[config.mk]
export PLATFORM = sky130hd
export DESIGN_NAME = syncRxBitFifo
export DESIGN_NICKNAME = d
export VERILOG_FILES = /design/src/rtl/syncRxBitFifo_pkg.sv /design/src/rtl/syncMatcher.sv /design/src/rtl/rxCtrl.sv /design/src/rtl/bitStore.sv /design/src/rtl/syncRxBitFifo.sv
export SDC_FILE = /design/constraint.sdc
export NUM_CORES = 1
export LEC_CHECK = 0
export ABC_AREA = 1
export CAP_MARGIN = 20
export CORE_ASPECT_RATIO = 0.9
export CORE_MARGIN = 2
export CORE_UTILIZATION = 50
export CTS_CLUSTER_DIAMETER = 30
export CTS_CLUSTER_SIZE = 16
export DETAILED_ROUTE_END_ITERATION = 8
export DONT_BUFFER_PORTS = 1
export PLACE_DENSITY = 0.67
export RECOVER_POWER = 50
export SYNTH_ARGS = -nofsm -noshare
export SYNTH_HDL_FRONTEND = slang
export SYNTH_SLANG_ARGS = --single-unit
[constraint.sdc]
create_clock -name clk -period 4.42 [get_ports clk]
set_input_delay 0.221 -clock clk [delete_from_list [all_inputs] [get_ports clk]]
set_output_delay 0.221 -clock clk [all_outputs]
set_load 0.005 [all_outputs]
[src/rtl/syncRxBitFifo_pkg.sv]
package syncRxBitFifo_pkg;

  // Strobes issued by the control to the bit store, one cycle each.
  typedef struct packed {
    logic push;     // write bitIn at the tail
    logic pop;      // remove the head onto rdBit
    logic readEvt;  // a host read edge was seen (pop or empty read)
    logic drop;     // a bit was lost because the store is full
    logic flush;    // empty the store and clear sticky state
  } storeCmd_t;

endpackage

[src/rtl/syncMatcher.sv]
module syncMatcher #(
  parameter int SYNC_W  = 16,
  parameter int MIN_LEN = 8,
  localparam int LEN_W  = $clog2(SYNC_W + 1)
) (
  input  logic              clk,
  input  logic              rstN,
  input  logic              clear,
  input  logic              bitValid,
  input  logic              bitIn,
  input  logic [SYNC_W-1:0] pattern,
  input  logic [LEN_W-1:0]  lenCfg,
  output logic              found
);

  logic [LEN_W-1:0]  effLen;
  logic [SYNC_W-1:0] lenMask;
  logic [SYNC_W-1:0] winQ, winNext;
  logic [LEN_W-1:0]  seenQ, seenNext;
  logic              hit;

  // Clamp the programmed length into the supported range.
  always_comb begin
    if (lenCfg < LEN_W'(MIN_LEN))      effLen = LEN_W'(MIN_LEN);
    else if (lenCfg > LEN_W'(SYNC_W))  effLen = LEN_W'(SYNC_W);
    else                               effLen = lenCfg;
  end

  always_comb begin
    for (int i = 0; i < SYNC_W; i++) begin
      lenMask[i] = (i < int'(effLen));
    end
  end

  assign winNext  = {winQ[SYNC_W-2:0], bitIn};
  assign seenNext = (seenQ == LEN_W'(SYNC_W)) ? seenQ : seenQ + 1'b1;

  // A window is only trusted once enough bits have filled it.
  assign hit = !found && bitValid && (seenNext >= effLen)
             && (((winNext ^ pattern) & lenMask) == '0);

  always_ff @(posedge clk or negedge rstN) begin
    if (!rstN) begin
      winQ  <= '0;
      seenQ <= '0;
      found <= 1'b0;
    end else if (clear) begin
      winQ  <= '0;
      seenQ <= '0;
      found <= 1'b0;
    end else begin
      if (!found && bitValid) begin
        winQ  <= winNext;
        seenQ <= seenNext;
      end
      if (hit) found <= 1'b1;
    end
  end

  // once recognised, the flag holds until clear.
  a_r4_found_holds: assert property (@(posedge clk) disable iff (!rstN)
    found && !clear |=> found);

  // the flag can only rise after a full-length window was received.
  a_r2_enough_bits: assert property (@(posedge clk) disable iff (!rstN)
    $rose(found) |-> seenQ >= $past(effLen));

endmodule

[src/rtl/rxCtrl.sv]
module rxCtrl
  import syncRxBitFifo_pkg::*;
(
  input  logic      clk,
  input  logic      rstN,
  input  logic      clear,
  input  logic      bitValid,
  input  logic      found,
  input  logic      hostSel,
  input  logic      hostSck,
  input  logic      empty,
  input  logic      full,
  output storeCmd_t cmd
);

  logic sckQ;
  logic rdEdge;
  logic arrive;

  always_ff @(posedge clk or negedge rstN) begin
    if (!rstN) sckQ <= 1'b0;
    else       sckQ <= hostSck;
  end

  // Host read edge counts only while selected.
  assign rdEdge = hostSel && hostSck && !sckQ && !clear;
  // The bit that completes the word sees found still low, so it is not stored.
  assign arrive = bitValid && found && !clear;

  always_comb begin
    cmd         = '0;
    cmd.flush   = clear;
    cmd.readEvt = rdEdge;
    cmd.pop     = rdEdge && !empty;
    cmd.push    = arrive && (!full || cmd.pop);
    cmd.drop    = arrive && full && !cmd.pop;
  end

  // a deselected host never removes data.
  a_r8_no_pop_unselected: assert property (@(posedge clk) disable iff (!rstN)
    !hostSel |-> !cmd.pop);

endmodule

[src/rtl/bitStore.sv]
module bitStore
  import syncRxBitFifo_pkg::*;
#(
  parameter int DEPTH   = 16,
  localparam int PTR_W  = $clog2(DEPTH),
  localparam int CNT_W  = $clog2(DEPTH + 1)
) (
  input  logic             clk,
  input  logic             rstN,
  input  storeCmd_t        cmd,
  input  logic             bitIn,
  input  logic [CNT_W-1:0] thresh,
  output logic [CNT_W-1:0] level,
  output logic             empty,
  output logic             full,
  output logic             rdBit,
  output logic             fillIrq,
  output logic             overflow
);

  logic [DEPTH-1:0] mem;
  logic [PTR_W-1:0] wrPtr, rdPtr;
  logic [CNT_W-1:0] effThr;

  function automatic logic [PTR_W-1:0] ptrInc(input logic [PTR_W-1:0] p);
    return (p == PTR_W'(DEPTH - 1)) ? '0 : p + 1'b1;
  endfunction

  assign empty = (level == '0);
  assign full  = (level == CNT_W'(DEPTH));

  // Threshold clamp.
  always_comb begin
    if (thresh == '0)                 effThr = CNT_W'(1);
    else if (thresh > CNT_W'(DEPTH))  effThr = CNT_W'(DEPTH);
    else                              effThr = thresh;
  end

  assign fillIrq = (level >= effThr);

  // One storage flop per entry, written when the tail points at it.
  for (genvar i = 0; i < DEPTH; i++) begin : g_cell
    always_ff @(posedge clk or negedge rstN) begin
      if (!rstN)                                         mem[i] <= 1'b0;
      else if (cmd.push && !cmd.flush && wrPtr == PTR_W'(i)) mem[i] <= bitIn;
    end
  end

  always_ff @(posedge clk or negedge rstN) begin
    if (!rstN) begin
      wrPtr    <= '0;
      rdPtr    <= '0;
      level    <= '0;
      rdBit    <= 1'b0;
      overflow <= 1'b0;
    end else if (cmd.flush) begin
      wrPtr    <= '0;
      rdPtr    <= '0;
      level    <= '0;
      rdBit    <= 1'b0;
      overflow <= 1'b0;
    end else begin
      if (cmd.push) wrPtr <= ptrInc(wrPtr);
      if (cmd.pop)  rdPtr <= ptrInc(rdPtr);
      case ({cmd.push, cmd.pop})
        2'b10:   level <= level + 1'b1;
        2'b01:   level <= level - 1'b1;
        default: level <= level;
      endcase
      if (cmd.readEvt) rdBit <= cmd.pop ? mem[rdPtr] : 1'b0;
      if (cmd.drop)    overflow <= 1'b1;
    end
  end

  // the count never exceeds the depth.
  a_r5_level_bounded: assert property (@(posedge clk) disable iff (!rstN)
    level <= CNT_W'(DEPTH));

  // overflow is sticky until a flush.
  a_r9_overflow_sticky: assert property (@(posedge clk) disable iff (!rstN)
    overflow && !cmd.flush |=> overflow);

  // a flush leaves an empty store with the interrupt down.
  a_r10_flush_empties: assert property (@(posedge clk) disable iff (!rstN)
    cmd.flush |=> level == '0 && !fillIrq && !overflow);

  // a read of an empty store returns 0 and leaves it empty.
  a_r7_empty_read: assert property (@(posedge clk) disable iff (!rstN)
    cmd.readEvt && empty && !cmd.push && !cmd.flush |=> rdBit == 1'b0 && level == '0);

endmodule

[src/rtl/syncRxBitFifo.sv]
module syncRxBitFifo
  import syncRxBitFifo_pkg::*;
#(
  parameter int SYNC_W   = 16,
  parameter int MIN_LEN  = 8,
  parameter int DEPTH    = 16,
  localparam int LEN_W   = $clog2(SYNC_W + 1),
  localparam int CNT_W   = $clog2(DEPTH + 1)
) (
  input  logic              clk,
  input  logic              rstN,
  input  logic              clear,
  input  logic              bitIn,
  input  logic              bitValid,
  input  logic [SYNC_W-1:0] syncPattern,
  input  logic [LEN_W-1:0]  syncLen,
  input  logic [CNT_W-1:0]  fillThresh,
  input  logic              hostSel,
  input  logic              hostSck,
  output logic              rdBit,
  output logic              fillIrq,
  output logic              syncFound,
  output logic              overflow
);

  storeCmd_t        cmd;
  logic             empty, full;
  logic [CNT_W-1:0] level;

  syncMatcher #(.SYNC_W(SYNC_W), .MIN_LEN(MIN_LEN)) u_match (
    .clk      (clk),
    .rstN     (rstN),
    .clear    (clear),
    .bitValid (bitValid),
    .bitIn    (bitIn),
    .pattern  (syncPattern),
    .lenCfg   (syncLen),
    .found    (syncFound)
  );

  rxCtrl u_ctrl (
    .clk      (clk),
    .rstN     (rstN),
    .clear    (clear),
    .bitValid (bitValid),
    .found    (syncFound),
    .hostSel  (hostSel),
    .hostSck  (hostSck),
    .empty    (empty),
    .full     (full),
    .cmd      (cmd)
  );

  bitStore #(.DEPTH(DEPTH)) u_store (
    .clk      (clk),
    .rstN     (rstN),
    .cmd      (cmd),
    .bitIn    (bitIn),
    .thresh   (fillThresh),
    .level    (level),
    .empty    (empty),
    .full     (full),
    .rdBit    (rdBit),
    .fillIrq  (fillIrq),
    .overflow (overflow)
  );

  // the count can only grow once the word had been recognised.
  a_r3_gated_store: assert property (@(posedge clk) disable iff (!rstN)
    level > $past(level) |-> $past(syncFound));

endmodule

Yosys cells after proc, flatten, opt, wreduce, memory -nomap -nowiden
Cells that the tools add are included.

Register bits: 53. Output and inout port bits: 4.

Add/subtract/negate cells: 5. $lt $le $gt $ge: 22. Equality and inequality tests: 20. Multiplexer cells: 26. Bitwise operators: 2. Reductions and logical operators: 47.

Operators with widths (number): 4-bit by 5-bit less-than comparator with 1-bit output, first input constant (8); 5-bit two-way mux (8); 4-bit equality test, second input constant (9); 15-bit two-way mux (2); 1-bit logical AND (29); 4-bit two-way mux (6); 3-bit by 5-bit less-than comparator with 1-bit output, first input constant (4); 16-bit bitwise AND (1); 4-bit by 3-bit equality test with 1-bit output, second input constant (4); 16-bit logical NOT (1); 16-bit bitwise XOR (1); 2-bit nonzero test (6); 5-bit by 1-bit adder with 5-bit output, second input constant (2); 5-bit equality test, second input constant (2); 5-bit greater-or-equal comparator (2); 5-bit greater-than comparator, second input constant (2); 5-bit logical NOT (2); 1-bit by 5-bit less-than comparator with 1-bit output, first input constant (2); 2-bit by 5-bit less-than comparator with 1-bit output, first input constant (2); 5-bit one-hot mux with 2 select lines (1); 4-bit by 1-bit adder with 4-bit output, second input constant (2); 4-bit by 2-bit equality test with 1-bit output, second input constant (2); 1-bit two-way mux (8); 1-bit logical NOT (6); other kinds (10) (10).

Logic depth before layout (Yosys ltp)
Gate-level depths: netlist of run 1.

Depth after elaboration: 9. Depth in mapped cells: 15. Gate-level depth less buffers: 15.

Modules after synthesis
A second synthesis of run 1 with hierarchy kept.

Cell total of the unflattened synthesis: 441. Area, all modules: 3335.7 um^2.

Modules (own cells, without submodules): bitStore (times used 1, cells an instance 241, area each 1871.8 um^2, seq. area each 775.7 um^2); syncMatcher (times used 1, cells an instance 184, area each 1343.8 um^2, seq. area each 525.5 um^2); rxCtrl (times used 1, cells an instance 16, area each 120.1 um^2, seq. area each 25.0 um^2).

Least setup slack after synthesis of run 1
OpenSTA, ideal clock, no wires.

Path kind: register to register. Start: reg u_store.level[1]. End: reg u_store.level[4]. Library setup time: 0.121 ns. Arrival time: 1.827 ns. Required time: 4.299 ns. Slack: 2.471 ns. Cell stages (with the launch flop): 12. Period minus slack after synthesis: 1.949 ns. Cells stage by stage: dfrtp_1 -> nor2_1 -> nand4_1 -> nand2_2 -> nor2_2 -> fa_1 -> nand3_1 -> nand2_1 -> xor2_1 -> xor2_1 -> nand2_1 -> o21ai_1.

Word-level cells in the longest chain between the ends: 8. Elaborated cells on any way between the ends: 14. Those cells by class: add/sub: 2; eq/ne: 3; mux: 2; reduce/logical: 7.

Ends and longest elaborated chain: start: declaration (RTL line bitStore.sv:13) `output logic [CNT_W-1:0] level,`; start signal: assignment (RTL line bitStore.sv:66) `2'b10: level <= level + 1'b1;`; start signal: assignment (RTL line bitStore.sv:67) `2'b01: level <= level - 1'b1;`; start signal: assignment (RTL line bitStore.sv:68) `default: level <= level;`; 5-bit logical NOT (RTL line bitStore.sv:29) `assign empty = (level == '0);`; 1-bit logical NOT (RTL line rxCtrl.sv:34) `cmd.pop = rdEdge && !empty;`; 1-bit logical AND (RTL line rxCtrl.sv:34); 1-bit logical OR (RTL line rxCtrl.sv:35) `cmd.push = arrive && (!full || cmd.pop);`; 1-bit logical AND (RTL line rxCtrl.sv:35); 2-bit by 1-bit equality test with 1-bit output or 2-bit equality test (tied branches) (RTL line bitStore.sv:65) `case ({cmd.push, cmd.pop})`; 5-bit one-hot mux with 2 select lines (RTL line bitStore.sv:65); 5-bit two-way mux (RTL line bitStore.sv:56) `end else if (cmd.flush) begin`.

Several ways; a longest one is shown, not always the timed one. A chain may end at the register's enable or synchronous reset.

Worst setup path after layout of run 1
Ends and elaborated chain as after synthesis.

==> results by group, run 1 <==
Status
  – Outcome: completed

STA
  – Final Setup Violations: 0
  – Final hold vios: 0
  – Rel. slew slack: 0.607
  – Period utilisation layout: 0.481
  – Clk_skew: 0.00511 ns
  – Final min period: 2.13 ns
  – Setup TNS: 0 ns
  – Slew Viols, Final: 0
  – Setup slack after layout: 2.29 ns
  – RSZ-0062 raised after global routing: no
  – Slew of the pin with the lowest slew margin: 0.588 ns
  – Achievable Freq: 0.470 GHz

Die
  – Boundary Pins: 37
  – Die ar.: 7140 µm²
  – Die X-Extent: 88.8 µm
  – Row cnt: 27
  – Core Box Area: 6180 µm²
  – Die Span Y: 80.4 µm
  – Starting Density: 0.524

Yosys
  – Synthesized area per cell: 7.62 µm²
  – Yosys warnings: 0
  – Post-synth top area cell: dfrtp_1
  – Syn_nets: 478
  – Top-area cell type share of the netlist area: 0.409
  – Post-synth EDFFs: 0
  – Top cells by area, synth: dfrtp_1, nand2_1, ha_1
  – Syn Inst Count: 425
  – Synthesized area: 3240 µm²
  – Count of different cell masters after synthesis: 34
  – Register bit total from synthesis: 53
  – Register area share after synthesis: 0.409
  – Top_reg_cell synth: dfrtp_1
  – Post-synthesis async set-or-reset flop share: 1.00

Setup path
  – R2R cell count: 11
  – Largest fanout on the critical path: 8
  – RR Endpoint: u_store.level[4]$_DFFE_PN0P_
  – Crit-path cells: nor2_1 > nand4_1 > nand2_2 > nor2_2 > fa_1 > nand3_1 > nand2_1 > xor2_1 > xor2_1 > nand2_1 > o21ai_1
  – Slowest-stage cell, CP: dfrtp_1
  – Worst setup EP type: flip-flop
  – Worst EP required: 4.62 ns
  – CP Buf/Inv Count: 0
  – Register-to-register setup slack: 2.29 ns
  – Worst path max stage delay: 0.45 ns
  – Type of the worst setup path: flip-flop to flip-flop
  – Critical Path Start Type: flip-flop
  – Origin of the critical flop-to-flop path: u_store.level[1]$_DFFE_PN0P_
  – Crit path max-delay family: simple AND/OR/NAND/NOR gates
  – CP arrival: 2.33 ns

GRT
  – Initial antenna violation count: 0
  – First-pass GRT wire length: 11.2 mm
  – Overflow after GRT: 0
  – Total Routing Usage GR: 0.199
  – Vias in the first global route: 2,484
  – Largest net degree at the start of global routing: 54

Worst hold path
  – Hold path endpoint: u_store.level[2]$_DFFE_PN0P_
  – Worst hold path class: input pin to flip-flop
  – Hold Path Cell Cnt: 3
  – Hold_sp: clear

Power
  – Power density over the cells: 246 nW/µm²
  – LEAKAGE: 1.75 nW
  – Worst IR Drop VDD: 166 µV

CTS
  – Root Buffer Master: clkbuf_8
  – H-Tree Depth: 2
  – Total clock sinks: 53
  – Clock transition at the registers of the reported paths: 0.09 ns
  – Inserted Clock Buffers: 5
  – CTS tree: done
  – CTS Buffer Depth: 2
  – CTS resizes: 0
  – Clk_lat worst skew: 0.30 ns

Final layout
  – FF/Latch Area: 1330 µm²
  – Layout cells sized above 1: 0.0605
  – Multi-input gate area: 1640 µm²
  – Most frequent cells in the layout: nand2_1, inv_1, dfrtp_1
  – Syn-to-layout area delta: 6.99%
  – ANT cells: 0
  – Fin nets: 483
  – Fillers: 610
  – Commonest non-fill, non-tap cell in the layout: nand2_1

Place
  – PortBufs: 0
  – Hpwl dp: 4.82 mm
  – Place WS: 2.31 ns
  – GPL Wtd Cong: 0.808

Routing
  – Via Count: 2,636
  – DR pass1 iterations: 4
  – DRT iter0 DRCs: 115
  – WL final: 6.51 mm
  – Post-route ant nets: 0
  – WL per Instance: 12.6 µm
  – Drc violations: 0
  – Via density: 5.10

Run
  – Max-cap violations: 0
[report_power, final]
part | internal, mW | leakage, nW | switching [mW] | total, mW
Clock | 0.125 | 0.0443 | 0.154 | 0.278
Sequential | 0.489 | 0.735 | 0.00303 | 0.492
Combinational | 0.0294 | 0.965 | 0.0509 | 0.0803
[state kept, by name, indices dropped and copies added (netlist names)]
name / count
u_store.mem: 16
u_store.rdPtr: 4
u_store.overflow: 1
u_ctrl.sckQ: 1
u_match.winQ: 15
u_match.found: 1
u_store.rdBit: 1
u_store.wrPtr: 4
u_match.seenQ: 5
u_store.level: 5
[area by class of cell]
cell class	instances	share of cell area
Timing Repair Buffer	4	0.0166
Clock buffer	7	0.0249
Inverter	65	0.0704
Tap cell	87	0.0314
Multi-Input combinational cell	301	0.474
Sequential cell	53	0.383
[worst max-delay path by stage]
stage / start / end / slack, ns / cells after the start
2_1_floorplan: u_store.level[1]$_DFFE_PN0P_ / u_store.level[4]$_DFFE_PN0P_ / 2.47 / 11
3_3_place_gp: u_store.level[1]$_DFFE_PN0P_ / u_store.level[4]$_DFFE_PN0P_ / 2.35 / 11
3_5_place_dp: u_store.level[1]$_DFFE_PN0P_ / u_store.level[4]$_DFFE_PN0P_ / 2.31 / 11
4_1_cts: u_store.level[1]$_DFFE_PN0P_ / u_store.level[4]$_DFFE_PN0P_ / 2.29 / 11
5_1_grt: u_store.level[1]$_DFFE_PN0P_ / u_store.level[4]$_DFFE_PN0P_ / 2.10 / 11
6_report: u_store.level[1]$_DFFE_PN0P_ / u_store.level[4]$_DFFE_PN0P_ / 2.29 / 11
[repair_timing]
item,4_1_cts,5_1_grt
endpoints found under the setup margin,0,0
endpoints found under the hold margin,55,0
hold buffers,4,0
setup buffers,0,0
[through the flow]
stage	total power, mW	util	hold WS (ns)	std cells	area (µm²)
floorplan	0.555	-	-0.0746	425	3240
global placement	0.566	0.537	-0.0727	506	3320
detailed placement	0.567	0.537	-0.0734	506	3320
CTS	0.857	0.561	0.0669	517	3470
global route	0.891	0.561	0.0851	517	3470
finish	0.851	0.561	0.0753	517	3470
[worst reg2reg max path, cell delays in order, from the launching register on]
cell and delay, ns:
dfrtp_1 0.45, nor2_1 0.18, nand4_1 0.11, nand2_2 0.18
nor2_2 0.11, fa_1 0.42, nand3_1 0.10, nand2_1 0.06
xor2_1 0.15, xor2_1 0.14, nand2_1 0.07, o21ai_1 0.05
[synthesized netlist by cell type (3+ instances only)]
master	n
nand2_1	111
inv_1	61
dfrtp_1	53
nor2_1	35
o21ai_1	22
nand3_1	21
o21ai_0	21
ha_1	19
o22ai_1	19
a21oi_1	12
xor2_1	9
nor2_2	5
xnor2_1	5
inv_2	4
buf_2	3
clkbuf_1	3
[metal layers]
layer,up-vias,track usage,part of all wire
met2,49,0.310,0.45
li1,1379,-,-
met1,1202,0.285,0.50
met5,-,0,0
met4,0,0.0409,0.0074
met3,6,0.0432,0.044
[cells by family after synthesis]
kind of cell | after synthesis | share of synthesized area
AND/OR/NAND/NOR | 185 | 0.249
XOR/XNOR | 14 | 0.0379
flip-flops | 53 | 0.409
buffers and inverters | 71 | 0.0834
AO/OA/AOI/OAI | 82 | 0.141
adder cells (fa/ha/maj) | 20 | 0.0796
No activity file was read; power rests on OpenSTA's default activity.
==> run 2, diff against run 1 <==
clock period = 2.2 ns   (was 4.42 ns; I/O delays follow)
==> run 2 against run 1 <==
  * Via count up 2.5%
  * First-iteration DRC count up 7.8%
  * Combinational power up 100%
  * Worst hold slack better by 0.051 ns
  * Critical path type unchanged
  * Core utilization up 1.2 points
  * Clock power rose to 2.8 times the previous value
  * Largest cell class unchanged
  * Cell count up 0.97%
  * Highest routed layer unchanged
  * Power up 130%
  * Worst setup slack worse by 2.1 ns
  * Sequential share of layout area down 0.76 points
  * Global-route usage up 0.67 points
  * Die area unchanged
==> results by group, run 2 (same netlist as run 1, synthesis figures left out) <==
GRT
  – Overflow after GRT: 0
  – Vias in the first global route: 2,560
  – Initial antenna violation count: 0
  – First-pass GRT wire length: 11.5 mm
  – Total Routing Usage GR: 0.206
  – Largest net degree at the start of global routing: 54

STA
  – Final Setup Violations: 0
  – Hold WS: 0.126 ns
  – Slew Viols, Final: 0
  – Setup TNS: 0 ns
  – Period utilisation layout: 0.898
  – Clk_skew: 0.0125 ns
  – Final hold vios: 0
  – Achievable Freq: 0.506 GHz
  – RSZ-0062 raised after global routing: no
  – Rel. slew slack: 0.127
  – Slew of the pin with the lowest slew margin: 1.31 ns
  – Final min period: 1.98 ns

Final layout
  – Final core occ: 0.573
  – ANT cells: 0
  – Fillers: 575
  – Biggest regs: u_store.mem x16, u_match.winQ x15
  – Fin cells: 522
  – Layout cells sized above 1: 0.0805
  – Max reg flops: 16
  – Biggest register: u_store.mem
  – Commonest non-fill, non-tap cell in the layout: nand2_1
  – Most frequent cells in the layout: nand2_1, inv_1, dfrtp_1
  – Fin nets: 487
  – Syn-to-layout area delta: 9.27%

Setup path
  – Register-to-register setup slack: 0.22 ns
  – Largest fanout on the critical path: 6
  – CP arrival: 2.23 ns
  – Origin of the critical flop-to-flop path: u_store.level[1]$_DFFE_PN0P_
  – CP Buf/Inv Count: 0
  – Crit path max-delay family: simple AND/OR/NAND/NOR gates
  – R2R cell count: 11
  – Worst setup EP type: flip-flop
  – Slowest-stage cell, CP: dfrtp_2
  – Crit-path cells: nor2_2 > nand4_1 > nand2_2 > nor2_4 > fa_1 > nand3_1 > nand2_1 > xor2_1 > xor2_1 > nand2_1 > o21ai_1
  – Critical Path Start Type: flip-flop
  – Worst path max stage delay: 0.46 ns
  – RR Endpoint: u_store.level[4]$_DFFE_PN0P_
  – Type of the worst setup path: flip-flop to flip-flop
  – Worst EP required: 2.45 ns

CTS
  – CTS tree: done
  – H-Tree Depth: 2
  – Clock transition at the registers of the reported paths: 0.10 ns
  – CTS Buffer Depth: 2
  – Inserted Clock Buffers: 5
  – Root Buffer Master: clkbuf_8
  – Clk_lat worst skew: 0.32 ns
  – Total clock sinks: 53

Place
  – Hpwl dp: 4.91 mm
  – Cells after DPL: 509
  – GPL Wtd Cong: 0.825
  – PortBufs: 0

Die
  – Boundary Pins: 37
  – Row cnt: 27
  – Die ar.: 7140 µm²
  – Core Box Area: 6180 µm²
  – Die Span Y: 80.4 µm
  – Die X-Extent: 88.8 µm
  – Starting Density: 0.524

Routing
  – Via density: 5.17
  – DRT iter0 DRCs: 124
  – Via Count: 2,701
  – Drc violations: 0
  – Post-route ant nets: 0
  – WL per Instance: 13.0 µm
  – DR pass1 iterations: 4
  – WL final: 6.77 mm

Worst hold path
  – Hold Path Cell Cnt: 3
  – Hold path endpoint: u_match.seenQ[4]$_DFFE_PN0P_
  – Worst hold path class: input pin to flip-flop
  – Hold_sp: bitValid

Power
  – Logic pwr share: 0.083
  – Power density over the cells: 547 nW/µm²
  – LEAKAGE: 1.78 nW
  – Reg power frac: 0.510
  – Internal: 1.49 mW
  – Clk pwr share: 0.406
  – Switching power: 0.445 mW
  – Worst IR Drop VDD: 382 µV
  – Total power: 1.94 mW
  – Switching share of power: 0.230

Run
  – Max-cap violations: 0

Status
  – Outcome: completed
## run 2: power by group through the flow
stage          clock network, mW  logic (mW)  registers (mW)
6_report                   0.787       0.161           0.989
5_1_grt                    0.838       0.191           0.990
4_1_cts                    0.807       0.168           0.989
3_5_place_dp                   0       0.132            1.01
3_3_place_gp                   0       0.131            1.01
2_1_floorplan                  0       0.108            1.01
## run 2: per-stage QoR
| step | instance area, µm² | setup WS, ns |
|---|---|---|
| 3_5_place_dp | 3340 | 0.155 |
| 2_1_floorplan | 3240 | 0.251 |
| 4_1_cts | 3550 | 0.148 |
| 5_1_grt | 3540 | 0.0110 |
| 6_report | 3540 | 0.223 |
| 3_3_place_gp | 3340 | 0.224 |
## run 2: worst register-to-register path, delay by kind of cell, from the launching register on
| family | cells | cell delay (ns) |
|---|---|---|
| adder cells (fa/ha/maj) | 1 | 0.41 |
| flip-flops | 1 | 0.46 |
| AO/OA/AOI/OAI | 1 | 0.07 |
| XOR/XNOR | 2 | 0.31 |
| AND/OR/NAND/NOR | 7 | 0.67 |
## run 2: repair_timing
item	4_1_cts	5_1_grt
hold buffers	5	0
buffers inserted	0	0
gates resized for setup	0	6
setup endpoints to repair	0	2
hold endpoints to repair	61	0
## run 2: worst max path at each step
stage / from / end / cells after the start
after floorplan: u_store.level[1]$_DFFE_PN0P_ / u_store.level[4]$_DFFE_PN0P_ / 11
after global placement: u_store.level[1]$_DFFE_PN0P_ / u_store.level[4]$_DFFE_PN0P_ / 11
after detailed placement: u_store.level[1]$_DFFE_PN0P_ / u_store.level[4]$_DFFE_PN0P_ / 11
after CTS: u_store.level[1]$_DFFE_PN0P_ / u_store.level[4]$_DFFE_PN0P_ / 11
after global routing: u_match.seenQ[0]$_DFFE_PN0P_ / u_match.found$_DFFE_PN0P_ / 15
final: u_store.level[1]$_DFFE_PN0P_ / u_store.level[4]$_DFFE_PN0P_ / 11
## run 2: area by class of cell
cell class | instances | area, µm² | area share
Sequential cell | 53 | 1330 | 0.375
Clock buffer | 5 | 68.8 | 0.0194
Tap cell | 87 | 109 | 0.0308
Clock inverter | 3 | 65.1 | 0.0184
Inverter | 65 | 244 | 0.0689
Multi-Input combinational cell | 301 | 1660 | 0.468
Timing Repair Buffer | 8 | 67.6 | 0.0191
## run 2: routing by layer
layer  track usage  wire length (µm)  vias to the layer above  part of all wire
met5             0                 0                        -                 0
met4        0.0742               116                        0             0.017
met3        0.0349               284                        9             0.042
met2         0.314              2970                       55              0.44
met1         0.294              3400                     1247              0.50
li1              -                 -                     1390                 -
